==> src/rtl/gpio_edge_pkg.sv <==
package gpio_edge_pkg;

    localparam int PORT_W = 8;

    typedef enum logic [2:0] {
        SEL_LATCH = 3'd0,
        SEL_DIR   = 3'd1,
        SEL_PIN   = 3'd2,
        SEL_ALT   = 3'd3,
        SEL_RISE  = 3'd4,
        SEL_FALL  = 3'd5,
        SEL_FLAG  = 3'd6,
        SEL_MASK  = 3'd7
    } reg_sel_e;

    typedef struct packed {
        logic     wr;
        reg_sel_e sel;
    } bus_req_t;

    // True when the pair of samples forms a transition that the enables select.
    function automatic logic edge_match(input logic rise_en, input logic fall_en,
                                        input logic cur, input logic prev);
        return (rise_en & cur & ~prev) | (fall_en & ~cur & prev);
    endfunction

endpackage

==> src/rtl/gpio_sync.sv <==
module gpio_sync #(
    parameter int WIDTH  = 8,
    parameter int STAGES = 2
) (
    input  logic             clk,
    input  logic             rst,
    input  logic [WIDTH-1:0] din,
    output logic [WIDTH-1:0] dout
);
    localparam int LAST = STAGES - 1;

    logic [WIDTH-1:0] stage_q [STAGES];

    always_ff @(posedge clk) begin
        if (rst) begin
            for (int s = 0; s < STAGES; s++) stage_q[s] <= '0;
        end else begin
            stage_q[0] <= din;
            for (int s = 1; s < STAGES; s++) stage_q[s] <= stage_q[s-1];
        end
    end

    assign dout = stage_q[LAST];

endmodule

==> src/rtl/gpio_edge_flags.sv <==
module gpio_edge_flags
    import gpio_edge_pkg::*;
#(
    parameter int WIDTH = 8
) (
    input  logic             clk,
    input  logic             rst,
    input  logic [WIDTH-1:0] level,
    input  logic [WIDTH-1:0] rise_en,
    input  logic [WIDTH-1:0] fall_en,
    input  logic [WIDTH-1:0] clr_mask,
    output logic [WIDTH-1:0] flags
);
    logic [WIDTH-1:0] prev_q;
    logic [WIDTH-1:0] hit;
    logic [WIDTH-1:0] flags_q;
    logic [WIDTH-1:0] flags_d;

    for (genvar i = 0; i < WIDTH; i++) begin : g_bit
        assign hit[i]     = edge_match(rise_en[i], fall_en[i], level[i], prev_q[i]);
        // A fresh edge overrides a concurrent clear on the same bit.
        assign flags_d[i] = (flags_q[i] & ~clr_mask[i]) | hit[i];
    end

    always_ff @(posedge clk) begin
        if (rst) begin
            prev_q  <= '0;
            flags_q <= '0;
        end else begin
            prev_q  <= level;
            flags_q <= flags_d;
        end
    end

    assign flags = flags_q;

    AST_FLAG_STICKY: assert property (@(posedge clk) disable iff (rst)
        (flags_q & ~clr_mask) != '0 |=> (flags_q & $past(flags_q & ~clr_mask)) == $past(flags_q & ~clr_mask)
    ) else $error("flag dropped without clear");

    AST_SET_WINS: assert property (@(posedge clk) disable iff (rst)
        hit != '0 |=> (flags_q & $past(hit)) == $past(hit)
    ) else $error("detected edge did not set flag");

endmodule

==> src/rtl/gpio_regs.sv <==
module gpio_regs
    import gpio_edge_pkg::*;
#(
    parameter int WIDTH = 8
) (
    input  logic             clk,
    input  logic             rst,
    input  bus_req_t         req,
    input  logic [WIDTH-1:0] wdata,
    input  logic [WIDTH-1:0] pin,
    input  logic [WIDTH-1:0] flags,
    output logic [WIDTH-1:0] rdata,
    output logic [WIDTH-1:0] latch,
    output logic [WIDTH-1:0] dir,
    output logic [WIDTH-1:0] alt_sel,
    output logic [WIDTH-1:0] rise_en,
    output logic [WIDTH-1:0] fall_en,
    output logic [WIDTH-1:0] irq_mask,
    output logic [WIDTH-1:0] clr_mask
);
    logic [WIDTH-1:0] latch_q, dir_q, alt_q, rise_q, fall_q, mask_q;
    logic             rst_q;

    always_ff @(posedge clk) begin
        if (rst) begin
            latch_q <= '0;
            dir_q   <= '0;
            alt_q   <= '0;
            rise_q  <= '0;
            fall_q  <= '0;
            mask_q  <= '0;
        end else if (req.wr) begin
            case (req.sel)
                SEL_LATCH: latch_q <= wdata;
                SEL_DIR:   dir_q   <= wdata;
                SEL_ALT:   alt_q   <= wdata;
                SEL_RISE:  rise_q  <= wdata;
                SEL_FALL:  fall_q  <= wdata;
                SEL_MASK:  mask_q  <= wdata;
                default:   ;
            endcase
        end
    end

    always_ff @(posedge clk) rst_q <= rst;

    assign clr_mask = (req.wr && req.sel == SEL_FLAG) ? wdata : '0;

    always_comb begin
        case (req.sel)
            SEL_LATCH: rdata = latch_q;
            SEL_DIR:   rdata = dir_q;
            SEL_PIN:   rdata = pin;
            SEL_ALT:   rdata = alt_q;
            SEL_RISE:  rdata = rise_q;
            SEL_FALL:  rdata = fall_q;
            SEL_FLAG:  rdata = flags;
            SEL_MASK:  rdata = mask_q;
            default:   rdata = '0;
        endcase
    end

    assign latch    = latch_q;
    assign dir      = dir_q;
    assign alt_sel  = alt_q;
    assign rise_en  = rise_q;
    assign fall_en  = fall_q;
    assign irq_mask = mask_q;

    AST_LATCH_HOLD: assert property (@(posedge clk) disable iff (rst)
        !(req.wr && req.sel == SEL_LATCH) |=> $stable(latch_q)
    ) else $error("latch changed without write");

    always_ff @(posedge clk) begin
        if (rst_q && !rst) begin
            AST_DIR_CLEARED: assert (dir_q == '0 && alt_q == '0)
                else $error("direction not cleared by reset");
        end
    end

endmodule

==> src/rtl/gpio_pad_mux.sv <==
module gpio_pad_mux #(
    parameter int WIDTH = 8
) (
    input  logic [WIDTH-1:0] alt_sel,
    input  logic [WIDTH-1:0] latch,
    input  logic [WIDTH-1:0] dir,
    input  logic [WIDTH-1:0] alt_out,
    input  logic [WIDTH-1:0] alt_oe,
    output logic [WIDTH-1:0] pad_out,
    output logic [WIDTH-1:0] pad_oe
);
    for (genvar i = 0; i < WIDTH; i++) begin : g_pin
        assign pad_out[i] = alt_sel[i] ? alt_out[i] : latch[i];
        assign pad_oe[i]  = alt_sel[i] ? alt_oe[i]  : dir[i];
    end
endmodule

==> src/rtl/gpio_edge_port.sv <==
module gpio_edge_port
    import gpio_edge_pkg::*;
#(
    parameter int WIDTH     = PORT_W,
    parameter int SYNC_DEPTH = 2
) (
    input  logic             clk,
    input  logic             rst,
    input  logic             bus_wr,
    input  logic [2:0]       bus_addr,
    input  logic [WIDTH-1:0] bus_wdata,
    output logic [WIDTH-1:0] bus_rdata,
    input  logic [WIDTH-1:0] pad_in,
    output logic [WIDTH-1:0] pad_out,
    output logic [WIDTH-1:0] pad_oe,
    input  logic [WIDTH-1:0] alt_out,
    input  logic [WIDTH-1:0] alt_oe,
    output logic [WIDTH-1:0] alt_in,
    output logic             irq
);
    bus_req_t         req;
    logic [WIDTH-1:0] pin_lvl, flags;
    logic [WIDTH-1:0] latch, dir, alt_sel, rise_en, fall_en, irq_mask, clr_mask;

    assign req.wr  = bus_wr;
    assign req.sel = reg_sel_e'(bus_addr);

    gpio_sync #(.WIDTH(WIDTH), .STAGES(SYNC_DEPTH)) u_sync (
        .clk (clk),
        .rst (rst),
        .din (pad_in),
        .dout(pin_lvl)
    );

    gpio_regs #(.WIDTH(WIDTH)) u_regs (
        .clk     (clk),
        .rst     (rst),
        .req     (req),
        .wdata   (bus_wdata),
        .pin     (pin_lvl),
        .flags   (flags),
        .rdata   (bus_rdata),
        .latch   (latch),
        .dir     (dir),
        .alt_sel (alt_sel),
        .rise_en (rise_en),
        .fall_en (fall_en),
        .irq_mask(irq_mask),
        .clr_mask(clr_mask)
    );

    gpio_edge_flags #(.WIDTH(WIDTH)) u_flags (
        .clk     (clk),
        .rst     (rst),
        .level   (pin_lvl),
        .rise_en (rise_en),
        .fall_en (fall_en),
        .clr_mask(clr_mask),
        .flags   (flags)
    );

    gpio_pad_mux #(.WIDTH(WIDTH)) u_mux (
        .alt_sel(alt_sel),
        .latch  (latch),
        .dir    (dir),
        .alt_out(alt_out),
        .alt_oe (alt_oe),
        .pad_out(pad_out),
        .pad_oe (pad_oe)
    );

    assign alt_in = pin_lvl;
    assign irq    = |(flags & irq_mask);

    AST_PIN_FOLLOWS: assert property (@(posedge clk) disable iff (rst)
        (!$past(rst) && !$past(rst, 2)) |-> pin_lvl == $past(pad_in, 2)
    ) else $error("pin level not two edges behind pad");

    AST_IRQ_QUIET: assert property (@(posedge clk) disable iff (rst)
        flags == '0 |-> !irq
    ) else $error("irq without any flag");

endmodule

==> config.mk <==
export PLATFORM = sky130hd
export DESIGN_NAME = gpio_edge_port
export DESIGN_NICKNAME = d
export VERILOG_FILES = /design/src/rtl/gpio_edge_pkg.sv /design/src/rtl/gpio_sync.sv /design/src/rtl/gpio_edge_flags.sv /design/src/rtl/gpio_regs.sv /design/src/rtl/gpio_pad_mux.sv /design/src/rtl/gpio_edge_port.sv
export SDC_FILE = /design/constraint.sdc
export NUM_CORES = 1
export LEC_CHECK = 0
export ABC_AREA = 1
export ABC_CLOCK_PERIOD_IN_PS = 1500
export CELL_PAD_IN_SITES_DETAIL_PLACEMENT = 1
export CELL_PAD_IN_SITES_GLOBAL_PLACEMENT = 1
export CORE_MARGIN = 10
export CORE_UTILIZATION = 37
export CTS_CLUSTER_DIAMETER = 30
export DETAILED_ROUTE_END_ITERATION = 10
export GPL_TIMING_DRIVEN = 0
export PLACE_DENSITY = 0.91
export SYNTH_ARGS = -nofsm -noshare
export SYNTH_HDL_FRONTEND = slang
export SYNTH_HIERARCHICAL = 1
export SYNTH_SLANG_ARGS = --single-unit
export TNS_END_PERCENT = 30
==> constraint.sdc <==
create_clock -name clk -period 1.5 [get_ports clk]
set_input_delay 0.3 -clock clk [delete_from_list [all_inputs] [get_ports clk]]
set_output_delay 0.3 -clock clk [all_outputs]
set_load 0.03 [all_outputs]
# After elaboration in Yosys (flattened, before gate mapping)
# Memory sizes are Yosys's and may differ from the RTL's.
# Index checks and enable logic that the tools add are counted.
# Widths: inputs -> output; s select.
# word_totals
reg_bits	64
in_bits	38
mem_bits_ro	0
word_cells	131
out_inout_bits	33
mem_count	1
latchBits	0
ramBits	16
# op_classes
mul	0
shifts	0
div_mod_pow	0
n_bitwise	83
n_addsub	0
muxes	23
magnitude_cmp	0
n_eq_ne	7
reduce_logical	9
# memory_table
name	depth	width	rd	rd_clocked_by_memory_dff	write_ports	line	rtl
u_sync.stage_q	2	8	2	0	2	gpio_sync.sv:12	logic [WIDTH-1:0] stage_q [STAGES];
# op_table
op	count
$pmux 8 s8	1
$and 1x1->1	40
$mux 8	3
$not 1->1	24
$mux 1	19
$or 1x1->1	18
$eq 3x3->1 const B	4
$reduce_and 2->1	6
$and 8x8->8	1
$reduce_or 8->1	1
$eq 3x2->1 const B	2
$eq 3x1->1 const B	1
$logic_not 3->1	1
$logic_and 1x1->1	1

# Longest topological paths before layout
# depth
depth_word	6
depth_mapped	9
depth_no_buf	8

# Cells and area by module
# Netlist, hierarchy kept.
# by_module_without_submodules
mod	cells_each	area_each_um2	n_inst	seq_area_each_um2
gpio_regs	381	2467.4	1	960.9
gpio_edge_flags	97	670.6	1	320.3
gpio_sync	58	534.3	1	320.3
gpio_pad_mux	56	210.2	1	0.0
gpio_edge_port	15	56.3	1	0.0

# Least setup slack after synthesis
# No wires, ideal clock.
# synth_timing
kind	input to output
from	input bus_addr[2]
to	output bus_rdata[1]
cell_stages	8
required_ns	1.200
slack_ns	-0.087
n_path_buf	3
t_arrival_ns	1.287
path_cell_list	buf_2 > inv_1 > buf_4 > buf_2 > nand4_1 > nand2_1 > nor2_1 > nand3_1
# synth_between
elab_chain_cells	2
word_cells_on_any_way	9
classes_between	7 x eq/ne; 1 x mux; 1 x reduce/logical
# synth_rtl
element	line	rtl
from (decl)	gpio_edge_port.sv:10	input logic [2:0] bus_addr,
$eq 3x3->1, or another cell as far along	gpio_regs.sv:50	case (req.sel)
$pmux 8 s8 (*)	gpio_regs.sv:50	
to (decl)	gpio_edge_port.sv:12	output logic [WIDTH-1:0] bus_rdata,
# Mark *: on every way between the ends. The rest lies on a longest branch, timed or not.

# Worst setup path after layout
# layout_timing
from	input bus_addr[2]
to	output bus_rdata[3]
# The elaborated chain is that of the path after synthesis.

==> impl_metrics.json <==
{
  "status": "finished with violations",
  "violations": "setup timing",
  "netlist.area_leader.share": 0.407,
  "fillCellCount": 1358,
  "fmax_ghz": 0.626,
  "synth_common_cells": "nand2_1 (159), nor2_1 (104), inv_1 (82)",
  "cts_root_buf": "clkbuf_8",
  "cp_max_fo": 6,
  "p_sw_mw": 1.35,
  "io_buffers": 67,
  "synth_top_area_cell": "dfxtp_1",
  "dieHeight_um": 123,
  "grt_first_pass_wirelength_mm": 23.5,
  "utilization": 0.507,
  "crit_path_end_kind": "primary output",
  "ir_drop_uv": 494,
  "ys_types": 22,
  "place_hpwl_mm": 11.5,
  "synth_area_leaders": "dfxtp_1 (41%), nand2_1 (15%), nor2_1 (9.9%)",
  "die_w_um": 123,
  "pwr-share-comb": 0.150,
  "synth-main-ff-cell": "dfxtp_1",
  "drtIter0Drc": 253,
  "synth-seq-area-share": 0.407,
  "drv_cap": 0,
  "synth_area_per_cell_um2": 6.49,
  "track_usage": 0.198,
  "cts_buffers": 9,
  "final_antenna_net_count": 0,
  "grt_start_max_net_pins": 15,
  "ys_warn_count": 6,
  "rsz0062_at_grt": "true",
  "startpoint": "bus_addr[2]",
  "wl_per_cell_um": 18.3,
  "crit_path_start_kind": "input pin",
  "overflow": 0,
  "via_count": 4329,
  "pwr-share-seq": 0.489,
  "setup_slack_ns": -0.0963,
  "postSynthCellCount": 607,
  "finalCriticalPeriod_ns": 1.60,
  "worstHoldStart": "rst",
  "worst_ep_required_time_ns": 1.20,
  "drive_above_1_share": 0.232,
  "switching_share": 0.295,
  "cts_tree": "done",
  "yosysMostFrequentCell": "nand2_1",
  "clock_path_buffers": 2,
  "preCtsSetupSlack_ns": -1.37,
  "hp-class": "input pin to flop",
  "setup_viol_count_final": 9,
  "coreArea_um2": 10400,
  "drc": 0,
  "p_clk_frac": 0.360,
  "period_share": 1.06,
  "hold_viol_final": 0,
  "num_rows": 37,
  "cts.sinks": 80,
  "crit_arrival_ns": 1.30,
  "rr_startpoint": "u_sync/stage_q[0][14]",
  "clock_latency_ns": 0.37,
  "htreeDepth": 3,
  "p_int_mw": 3.23,
  "synth-seq-cells": 80,
  "die-area_um2": 15200,
  "async_flop_share": 0,
  "totalWireLength_mm": 15.3,
  "insertedDiodeCount": 0,
  "skew_ns": 0.00541,
  "start_util": 0.380,
  "power.density_nw_per_um2": 872,
  "synth_nets": 645,
  "tightest_slew_ns": 0.578,
  "syn_area_um2": 3940,
  "io_pins": 71,
  "cts.clk_slew.worst_paths_ns": 0.09,
  "area_delta_synth_final_pct": 33.5,
  "worstSetupPathType": "input pin to primary output",
  "grt_pass1_vias": 4541,
  "synth-edff-count": 0,
  "viasPerCell": 5.19,
  "antenna_found_initial": 0,
  "gp_congestion": 0.947,
  "nets": 731,
  "drv_slew": 0,
  "power.leakage_nw": 2.43,
  "relSlewSlack": 0.615,
  "firstDrtPassIters": 5
}
==> cell type report <==
cell class	count	area, um^2	area share
Buffer	25	221	0.0421
Clock buffer	10	128	0.0243
Clock inverter	6	67.6	0.0128
Inverter	87	327	0.0621
Multi-Input combinational cell	407	1920	0.365
Sequential cell	80	1670	0.318
Tap cell	136	170	0.0324
Timing Repair Buffer	83	751	0.143
==> registers in the layout, indices dropped and copies added (netlist names) <==
name             cells
u_regs/dir           8
u_regs/fall_en       8
u_regs/alt_sel       8
u_flags/prev_q       8
u_sync/stage_q      16
u_regs/latch         8
u_regs/irq_mask      8
u_flags/flags        8
u_regs/rise_en       8
==> stage by stage <==
step                hold WS [ns]  instance area, um^2  power [mW]  TNS, ns  std cells
global route              0.0936                 5260        4.79    -1.41        834
CTS                       0.0950                 5220        4.63   -0.641        832
floorplan                  0.388                 3960        2.62   -0.211        607
global placement           0.393                 4800        2.91   -45.69        810
finish                     0.106                 5260        4.58   -0.555        834
detailed placement         0.403                 4800        2.94   -48.72        810
==> layer usage <==
metal	global-route usage	share of wire
met1	0.233	0.42
met2	0.340	0.49
met3	0.0424	0.063
met4	0.0873	0.026
met5	0	0
==> power groups by stage <==
stage	clock network (mW)	registers (mW)	logic, mW
final	1.65	2.24	0.689
after CTS	1.71	2.25	0.676
after global routing	1.80	2.25	0.739
after detailed placement	0	2.29	0.653
after global placement	0	2.28	0.633
after floorplan	0	2.27	0.356
==> what timing repair did <==
action                     4_1_cts  5_1_grt
setup buffers                   14        2
hold buffers                     0        0
setup endpoints to repair       81       24
pin swaps                       42       15
cloned                           0        0
gates resized for setup        221       33
==> critical path, cell delays in order <==
cell and delay (ns):
buf_6 0.11, inv_2 0.06, buf_6 0.14, buf_4 0.14, nand4_1 0.12, nand2_1 0.11, nor2_1 0.05, nand3_1 0.11
buf_6 0.14
==> kinds of logic after synthesis <==
logic type | share of synthesized area
simple gates | 0.398
buf+inv | 0.134
flops | 0.407
compound gates | 0.0610
==> layout by cell type, fill, tap and decap left out, types with 17 or more instances in the layout <==
| cell | count |
|---|---|
| nand2_1 | 154 |
| nor2_1 | 91 |
| inv_1 | 81 |
| dfxtp_1 | 41 |
| nand3_1 | 37 |
| nand4_1 | 36 |
| clkdlybuf4s50_1 | 32 |
| dfxtp_2 | 30 |
| o21ai_0 | 24 |
| a21oi_1 | 24 |
| buf_4 | 18 |
| buf_6 | 17 |
==> worst paths after layout <==
check | end | slack, ns | depth (start not counted)
max | bus_rdata[3] | -0.1 | 9
min | u_sync/stage_q[0][15] | 0.11 | 2
max reg2reg | u_flags/flags[6] | 0.63 | 5
min reg2reg | u_sync/stage_q[0][13] | 0.40 | 2
Note: power is estimated with default switching activity, not from simulation.
